## config.mk

```make
export PLATFORM = sky130hd
export DESIGN_NAME = irq_cascade
export DESIGN_NICKNAME = d
export VERILOG_FILES = /design/src/rtl/irq_cascade_pkg.sv /design/src/rtl/pic_unit.sv /design/src/rtl/irq_cascade_dp.sv /design/src/rtl/irq_cascade_ctrl.sv /design/src/rtl/irq_cascade.sv
export SDC_FILE = /design/constraint.sdc
export NUM_CORES = 1
export LEC_CHECK = 0
export BUFFER_PORTS_ARGS = -buffer_cell sky130_fd_sc_hd__buf_2
export CAP_MARGIN = 20
export CORE_AREA = 2 2 65 129
export CTS_BUF_LIST = sky130_fd_sc_hd__clkbuf_2
export CTS_CLUSTER_DIAMETER = 150
export DETAILED_ROUTE_END_ITERATION = 16
export DIE_AREA = 0 0 67 131
export PLACE_DENSITY = 0.69
export SLEW_MARGIN = 20
export SYNTH_ARGS = -nofsm -noshare
export SYNTH_HDL_FRONTEND = slang
export SYNTH_SLANG_ARGS = --single-unit
```

## constraint.sdc

```tcl
create_clock -name clk -period 8.3 [get_ports clk]
set_input_delay 0 -clock clk [delete_from_list [all_inputs] [get_ports clk]]
set_output_delay 0 -clock clk [all_outputs]
set_load 0.03 [all_outputs]
```

## src/rtl/irq_cascade_pkg.sv

```systemverilog
package irq_cascade_pkg;

  // Per-unit strobes from control to datapath
  typedef struct packed {
    logic offsetWr;
    logic maskWr;
    logic eoi;
    logic take;
  } unitStrobe_t;

  localparam logic [1:0] SEL_OFFSET = 2'd0;
  localparam logic [1:0] SEL_MASK   = 2'd1;
  localparam logic [1:0] SEL_EOI    = 2'd2;

endpackage

```

## src/rtl/pic_unit.sv

```systemverilog
module pic_unit
  import irq_cascade_pkg::*;
#(
  parameter int LINES = 8,
  parameter int VEC_W = 8,
  parameter logic [LINES-1:0] CASC_MASK = '0,
  localparam int IDX_W = $clog2(LINES)
) (
  input  logic              clk,
  input  logic              rstN,
  input  logic [LINES-1:0]  lines,
  input  logic              cascIn,
  input  unitStrobe_t       strb,
  input  logic [VEC_W-1:0]  wrData,
  input  logic              extBusy,
  output logic              deliver,
  output logic [IDX_W-1:0]  winner,
  output logic [VEC_W-1:0]  vector,
  output logic [LINES-1:0]  isrOut,
  output logic              armedOut
);

  logic [LINES-1:0] maskQ, reqQ, isrQ, prevQ;
  logic [VEC_W-1:0] offQ;
  logic             armedQ;

  logic [LINES-1:0] rawLines, rise, effReq, winBit, reqNext, isrNext;

  // Cascade slots take the level of the lower unit instead of an edge
  assign rawLines = lines & ~CASC_MASK;
  assign rise     = rawLines & ~prevQ;
  assign effReq   = ((reqQ & ~CASC_MASK) | (CASC_MASK & {LINES{cascIn}})) & ~maskQ;
  assign winBit   = effReq & (~effReq + LINES'(1));

  always_comb begin
    winner = '0;
    for (int i = LINES - 1; i >= 0; i--) begin
      if (effReq[i]) winner = IDX_W'(i);
    end
  end

  always_comb begin
    reqNext = reqQ | (rise & ~maskQ);
    if (strb.take)   reqNext = reqNext & ~winBit;
    if (strb.maskWr) reqNext = reqNext & ~wrData[LINES-1:0];
    isrNext = strb.eoi ? '0 : isrQ;
    if (strb.take)   isrNext = isrNext | winBit;
  end

  always_ff @(posedge clk or negedge rstN) begin
    if (!rstN) begin
      maskQ  <= '1;
      reqQ   <= '0;
      isrQ   <= '0;
      prevQ  <= '0;
      offQ   <= '0;
      armedQ <= 1'b0;
    end else begin
      prevQ <= rawLines;
      reqQ  <= reqNext;
      isrQ  <= isrNext;
      if (strb.maskWr) maskQ <= wrData[LINES-1:0];
      if (strb.offsetWr) begin
        offQ   <= wrData;
        armedQ <= 1'b1;
      end
    end
  end

  assign deliver  = armedQ & ~(|isrQ) & ~extBusy & (|effReq);
  assign vector   = offQ + VEC_W'(winner);
  assign isrOut   = isrQ;
  assign armedOut = armedQ;

endmodule

```

## src/rtl/irq_cascade_dp.sv

```systemverilog
module irq_cascade_dp
  import irq_cascade_pkg::*;
#(
  parameter int LINES = 8,
  parameter int VEC_W = 8,
  parameter int CASC_LINE = 2,
  localparam int IDX_W = $clog2(LINES)
) (
  input  logic               clk,
  input  logic               rstN,
  input  logic [2*LINES-1:0] irqIn,
  input  logic [VEC_W-1:0]   wrData,
  input  unitStrobe_t        masterStrb,
  input  unitStrobe_t        slaveStrb,
  output logic               masterDeliver,
  output logic [IDX_W-1:0]   masterWinner,
  output logic               masterArmed,
  output logic               slaveArmed,
  output logic               slaveBusy,
  output logic [LINES-1:0]   masterIsr,
  output logic [VEC_W-1:0]   vector
);

  localparam logic [LINES-1:0] MASTER_CASC = LINES'(1) << CASC_LINE;

  logic               slaveDeliver;
  logic [IDX_W-1:0]   slaveWinner;
  logic [VEC_W-1:0]   masterVec, slaveVec;
  logic [LINES-1:0]   slaveIsr;

  pic_unit #(.LINES(LINES), .VEC_W(VEC_W), .CASC_MASK('0)) slaveU (
    .clk      (clk),
    .rstN     (rstN),
    .lines    (irqIn[2*LINES-1:LINES]),
    .cascIn   (1'b0),
    .strb     (slaveStrb),
    .wrData   (wrData),
    .extBusy  (1'b0),
    .deliver  (slaveDeliver),
    .winner   (slaveWinner),
    .vector   (slaveVec),
    .isrOut   (slaveIsr),
    .armedOut (slaveArmed)
  );

  assign slaveBusy = |slaveIsr;

  pic_unit #(.LINES(LINES), .VEC_W(VEC_W), .CASC_MASK(MASTER_CASC)) masterU (
    .clk      (clk),
    .rstN     (rstN),
    .lines    (irqIn[LINES-1:0]),
    .cascIn   (slaveDeliver),
    .strb     (masterStrb),
    .wrData   (wrData),
    .extBusy  (slaveBusy),
    .deliver  (masterDeliver),
    .winner   (masterWinner),
    .vector   (masterVec),
    .isrOut   (masterIsr),
    .armedOut (masterArmed)
  );

  assign vector = (masterWinner == IDX_W'(CASC_LINE)) ? slaveVec : masterVec;

endmodule

```

## src/rtl/irq_cascade_ctrl.sv

```systemverilog
module irq_cascade_ctrl
  import irq_cascade_pkg::*;
#(
  parameter int LINES = 8,
  parameter int CASC_LINE = 2,
  localparam int IDX_W = $clog2(LINES)
) (
  input  logic             wrEn,
  input  logic             wrUnit,
  input  logic [1:0]       wrSel,
  input  logic             intAck,
  input  logic             masterDeliver,
  input  logic             slaveArmed,
  input  logic [IDX_W-1:0] masterWinner,
  output unitStrobe_t      masterStrb,
  output unitStrobe_t      slaveStrb,
  output logic             intReq
);

  logic masterTake;

  assign intReq     = masterDeliver & slaveArmed;
  assign masterTake = intAck & intReq;

  always_comb begin
    masterStrb.offsetWr = wrEn & ~wrUnit & (wrSel == SEL_OFFSET);
    masterStrb.maskWr   = wrEn & ~wrUnit & (wrSel == SEL_MASK);
    masterStrb.eoi      = wrEn & ~wrUnit & (wrSel == SEL_EOI);
    masterStrb.take     = masterTake;
    slaveStrb.offsetWr  = wrEn & wrUnit & (wrSel == SEL_OFFSET);
    slaveStrb.maskWr    = wrEn & wrUnit & (wrSel == SEL_MASK);
    slaveStrb.eoi       = wrEn & wrUnit & (wrSel == SEL_EOI);
    slaveStrb.take      = masterTake & (masterWinner == IDX_W'(CASC_LINE));
  end

endmodule

```

## src/rtl/irq_cascade.sv

```systemverilog
module irq_cascade
  import irq_cascade_pkg::*;
#(
  parameter int LINES = 8,
  parameter int VEC_W = 8,
  parameter int CASC_LINE = 2,
  localparam int IDX_W = $clog2(LINES)
) (
  input  logic               clk,
  input  logic               rstN,
  input  logic [2*LINES-1:0] irqIn,
  input  logic               wrEn,
  input  logic               wrUnit,
  input  logic [1:0]         wrSel,
  input  logic [VEC_W-1:0]   wrData,
  input  logic               intAck,
  output logic               intReq,
  output logic [VEC_W-1:0]   vector
);

  unitStrobe_t      masterStrb, slaveStrb;
  logic             masterDeliver, masterArmed, slaveArmed, slaveBusy;
  logic [IDX_W-1:0] masterWinner;
  logic [LINES-1:0] masterIsr;

  irq_cascade_ctrl #(.LINES(LINES), .CASC_LINE(CASC_LINE)) ctrlI (
    .wrEn          (wrEn),
    .wrUnit        (wrUnit),
    .wrSel         (wrSel),
    .intAck        (intAck),
    .masterDeliver (masterDeliver),
    .slaveArmed    (slaveArmed),
    .masterWinner  (masterWinner),
    .masterStrb    (masterStrb),
    .slaveStrb     (slaveStrb),
    .intReq        (intReq)
  );

  irq_cascade_dp #(.LINES(LINES), .VEC_W(VEC_W), .CASC_LINE(CASC_LINE)) dpI (
    .clk           (clk),
    .rstN          (rstN),
    .irqIn         (irqIn),
    .wrData        (wrData),
    .masterStrb    (masterStrb),
    .slaveStrb     (slaveStrb),
    .masterDeliver (masterDeliver),
    .masterWinner  (masterWinner),
    .masterArmed   (masterArmed),
    .slaveArmed    (slaveArmed),
    .slaveBusy     (slaveBusy),
    .masterIsr     (masterIsr),
    .vector        (vector)
  );

endmodule

```

# Yosys cells after proc, flatten, opt, wreduce, memory -nomap -nowiden
# Cells that the tools add are included.
[totals]
output_inout_bits = 9
mem_bits_ro = 0
mem_bits_rw = 0
n_memories = 0
register_bits = 81
latch_bits = 0
in_bits = 31
[op_classes]
bitwise_logic = 45
eq_ne = 3
n_div = 0
shifts = 0
n_mul = 0
addsub = 4
reduce_logical = 5
magnitude_cmp = 0
muxes = 25
[op_table]
columns = ["cell", "n"]
rows = [
  ["$and 8x8->8", 12],
  ["$mux 8", 9],
  ["$not 8->8", 9],
  ["$mux 3", 16],
  ["$or 8x8->8", 4],
  ["$reduce_or 8->1", 4],
  ["$add 8x1->8 const B", 2],
  ["$add 8x3->8", 2],
  ["$and 1x1->1", 16],
  ["$or 8x3->8", 1],
  ["$eq 3x2->1 const B", 1],
  ["$not 1->1", 3],
  ["$eq 2x1->1 const B", 1],
  ["$eq 2x2->1 const B", 1],
  ["$logic_not 2->1", 1],
]

# Depth between registers and ports, before layout
[depth]
depth_word = 19
mapped_depth = 12

# Cells and area by module
# A second synthesis with hierarchy kept.
[unflattened]
cells_unflattened = 332
hier_area_um2 = 3842.4
[modules_own_cells]
columns = ["module", "seq_area_each_um2", "n_inst", "area_each_um2", "cells_per_inst"]
rows = [
  ["pic_unit at dpI.slaveU", 1036.0, 1, 1848.0, 158],
  ["pic_unit at dpI.masterU", 985.9, 1, 1783.0, 146],
  ["irq_cascade_dp", 0.0, 1, 128.9, 13],
  ["irq_cascade_ctrl", 0.0, 1, 82.6, 15],
]

# Worst setup path before layout
# Ideal clock, no wire load.
[synth_path]
path_kind = "reg-to-output"
from = "register dpI.slaveU.isrQ[5], in the netlist dpI.slaveU.isrOut[5]"
to = "output vector[6]"
path_buffers = 0
required_time_ps = 8300
t_arrival_ps = 3007
setup_slack_ps = 5293
stages_incl_launch_ff = 13
path_cell_list = "dfrtp_1 nor4_2 nand3_1 a211oi_2 nor2_1 o21a_1 ha_1 fa_1 a21oi_1 nor2_1 xor2_1 nor2_1 a21oi_1"
[synth_between]
elab_chain_len = 11
word_cells_on_any_way = 12
cone_classes = "1 x add/sub; 1 x eq/ne; 4 x mux; 5 x bitwise; 1 x reduce/logical"
[synth_rtl]
columns = ["item", "line_no", "rtl"]
rows = [
  ["start: declaration", "pic_unit.sv:23", "logic [LINES-1:0] maskQ, reqQ, isrQ, prevQ;"],
  ["start signal: assignment", "pic_unit.sv:61", "isrQ <= isrNext;"],
  ["$reduce_or 8->1 (*)", "pic_unit.sv:70", "assign deliver = armedQ & ~(|isrQ) & ~extBusy & (|effReq);"],
  ["$not 1->1 (*)", "pic_unit.sv:70", ""],
  ["$and 1x1->1 (*) (2 in a row)", "pic_unit.sv:70", ""],
  ["$or 8x3->8 (*)", "pic_unit.sv:32", "assign effReq = ((reqQ & ~CASC_MASK) | (CASC_MASK & {LINES{cascIn}})) & ~maskQ;"],
  ["$and 8x8->8 (*)", "pic_unit.sv:32", ""],
  ["$mux 3 (*) (3 in a row)", "pic_unit.sv:38", "if (effReq[i]) winner = IDX_W'(i);"],
  ["$add 8x3->8 or $eq 3x2->1 (tied branches)", "pic_unit.sv:71, irq_cascade_dp.sv:63", ""],
  ["$mux 8 (*)", "irq_cascade_dp.sv:63", "assign vector = (masterWinner == IDX_W'(CASC_LINE)) ? slaveVec : masterVec;"],
  ["end: declaration", "irq_cascade.sv:18", "output logic [VEC_W-1:0] vector"],
]
# Mark *: on every way between the ends. The rest lies on a longest branch, timed or not.

# Worst setup path in the final report
# Ends and elaborated chain as after synthesis.

==> impl_metrics.json <==
{
  "p_int_uw": 689,
  "syn_inst": 373,
  "slowest_stage": "a211oi_2",
  "numCtsBuffers": 9,
  "rsz0062_at_grt": "no",
  "wirelength_um": 8760,
  "io_pins": 40,
  "core-area_um2": 7830,
  "regToRegSetupSlack_ns": 5.89,
  "grt_usage": 0.225,
  "path_cells": "nor4_2 > nand3_1 > a211oi_2 > nor2_1 > o21a_1 > ha_1 > fa_1 > a21oi_1 > nor2_1 > xor2_1 > nor2_1 > a21oi_1 > buf_2",
  "power_frac_clock": 0.139,
  "worstHoldEndpoint": "dpI.masterU.prevQ[4]",
  "fin_crit_sh": 0.470,
  "route.top_layer_used": "met4",
  "final_layout_size_suffix_gt1_frac": 0.215,
  "setup_viol": 0,
  "grt_pass1_wl_um": 14700,
  "final_hold_viol_count": 0,
  "arrival_ns": 3.90,
  "ys_dominant_reg_cell": "dfrtp_1",
  "synth_fp_nets": 412,
  "clock-root-buffer": "clkbuf_2",
  "ys_ff_latch": 80,
  "max_freq_ghz": 0.257,
  "drc_errors": 0,
  "synth_cell_types": 47,
  "switching_share": 0.417,
  "wl_met1_um": 3870,
  "synth_edf_count": 0,
  "fin_setup_tns_ns": 0,
  "viasPerCell": 5.41,
  "holdPathStages": 2,
  "cts_buffer_depth": 2,
  "pwr-share-comb": 0.421,
  "clk_latency_ns": 0.55,
  "ys_seq_area_frac": 0.518,
  "drt_iter0_markers": 194,
  "crit_path_frequent_cell": "nor2_1",
  "period_minus_slack_ns": 3.90,
  "clk_pin_slew_ns": 0.22,
  "critical_path.top_delay_family": "compound AO/OA/AOI/OAI gates",
  "ant_nets": 0,
  "slowest_delay_ns": 0.49,
  "async_reset_ff_frac": 1.00,
  "status": "finished clean",
  "slew_headroom": 0.344,
  "avgSynthCellArea_um2": 10.5,
  "cts_tree": "yes",
  "required_ns": 8.30,
  "finalPower_mw": 1.18,
  "antenna_found_initial": 0,
  "dpl.hpwl_um": 6330,
  "p_per_area_nw_per_um2": 255,
  "initial_utilization": 0.498,
  "grt_pass1_vias": 3145,
  "hp-class": "in2reg",
  "first_pass_iters": 4,
  "wl_met2_um": 4470,
  "ys.warnings.count": 0,
  "grt_max_degree": 81,
  "r2r_end": "dpI.slaveU.isrOut[6]",
  "worstHoldStart": "irqIn[4]",
  "worstSetupPathType": "reg2out",
  "cts.sinks": 80,
  "p_switching_uw": 493,
  "port_buffers": 38,
  "synth_area_um2": 3900,
  "vias": 3014,
  "power.leakage_nw": 2.01,
  "crit_buf_inv": 1,
  "worst_pin_slew_ns": 0.984,
  "wl_per_cell_um": 15.7,
  "critical_path.endpoint_type": "output pin",
  "post-cts-setup-buffers": 0,
  "rr_startpoint": "dpI.slaveU.isrOut[5]",
  "dieArea_um2": 8780,
  "power.ir.vdd_worst_mv": 0.161,
  "maxSlewViolCount": 0,
  "area_delta_synth_final_pct": 18.7,
  "die_height_um": 131,
  "drv_cap": 0,
  "pwr-share-seq": 0.440,
  "start_kind": "register",
  "path_max_fanout": 5,
  "wl_met3_um": 248,
  "ctsHtreeMaxLevel": 3,
  "ff2ff_path_depth": 5,
  "nets": 495,
  "die_w_um": 67,
  "overflow": 0,
  "finClkSkew_ns": 0.0343,
  "rows": 46,
  "place.gp.congestion": 0.863,
  "diodes": 0
}
[timing repair]
action | in CTS | in global routing
setup endpoints to repair | 0 | 0
hold buffers | 37 | 0
gates resized for setup | 0 | 0
hold endpoints to repair | 129 | 0
[per-stage QoR]
| step | cells | cell area (um^2) | setup WS, ns | util | hold WS, ns |
|---|---|---|---|---|---|
| after floorplan | 373 | 3900 | 5.29 | - | -0.296 |
| after global placement | 504 | 4180 | 5.07 | 0.535 | 0.118 |
| after detailed placement | 504 | 4180 | 5.01 | 0.535 | 0.122 |
| after CTS | 557 | 4630 | 4.37 | 0.592 | 0.0522 |
| after global routing | 557 | 4630 | 4.12 | 0.592 | 0.0640 |
| final | 557 | 4630 | 4.40 | 0.592 | 0.0843 |
[final cells by class]
| type | count | area (um^2) |
|---|---|---|
| flip-flops and latches | 80 | 2020 |
| clock buffers | 10 | 50.0 |
| well taps | 96 | 120 |
| clock inverters | 6 | 26.3 |
| multi-input cells | 285 | 1830 |
| repair buffers | 75 | 563 |
| inverters | 5 | 18.8 |
| fillers | 702 | 3200 |
[how the worst max path moves through the flow]
stage / from / to / slack (ns) / cells past startpoint
detailed placement: dpI.slaveU.isrOut[5] / vector[6] / 5.01 / 13
global placement: dpI.slaveU.isrOut[5] / vector[6] / 5.07 / 13
CTS: dpI.slaveU.isrOut[5] / vector[6] / 4.37 / 13
global route: dpI.slaveU.isrOut[5] / vector[6] / 4.12 / 13
finish: dpI.slaveU.isrOut[5] / vector[6] / 4.40 / 13
floorplan: dpI.slaveU.isrOut[5] / vector[6] / 5.29 / 12
[registers in the layout, indices dropped and copies added (netlist names), 7 cells and up]
signal	count
dpI.masterU.isrOut	8
dpI.masterU.maskQ	8
dpI.masterU.offQ	8
dpI.masterU.prevQ	7
dpI.masterU.reqQ	7
dpI.slaveU.isrOut	8
dpI.slaveU.maskQ	8
dpI.slaveU.offQ	8
dpI.slaveU.prevQ	8
dpI.slaveU.reqQ	8
[power by group through the flow]
stage | Clock (mW) | Sequential (mW) | Combinational (mW)
2_1_floorplan | 0 | 0.511 | 0.373
3_3_place_gp | 0 | 0.521 | 0.471
3_5_place_dp | 0 | 0.526 | 0.485
4_1_cts | 0.168 | 0.519 | 0.498
5_1_grt | 0.183 | 0.529 | 0.551
6_report | 0.164 | 0.519 | 0.498
[kinds of logic (layout without fill, tap and decap cells)]
kind of cell,count (synthesis),in the layout,synth area share
buf+inv,8,96,0.0125
compound gates,70,70,0.116
xor+xnor,12,12,0.0269
flops,80,80,0.518
simple gates,177,177,0.245
mux,18,18,0.0513
fa+ha+maj,8,8,0.0295
[synth_stat cells (all sizes together) (8+ instances only)]
master,instances,share of area
nand2,70,0.067
dfrtp,64,0.41
nor2,25,0.024
o21ai,25,0.032
a21oi,20,0.026
nor2b,18,0.029
dfstp,16,0.11
mux2,16,0.046
nor3b,16,0.032
nand2b,11,0.018
nor3,9,0.017
a22o,8,0.018
[routing by layer]
metal / global-route usage / vias to the layer above
met5: 0 / -
met4: 0.0936 / 0
met3: 0.0377 / 14
met2: 0.384 / 54
met1: 0.276 / 1469
li1: - / 1477
[placed cells by master (no fill, tap or decap), drive strengths merged, types with 18 or more instances in the layout]
| cell type | synthesis | routed |
|---|---|---|
| nor2 | 25 | 25 |
| nand2 | 70 | 70 |
| a21oi | 20 | 20 |
| buf | 3 | 38 |
| dlygate4sd3 | 0 | 37 |
| dfrtp | 64 | 64 |
| o21ai | 25 | 25 |
| nor2b | 18 | 18 |
No activity file was read; power rests on OpenSTA's default activity.
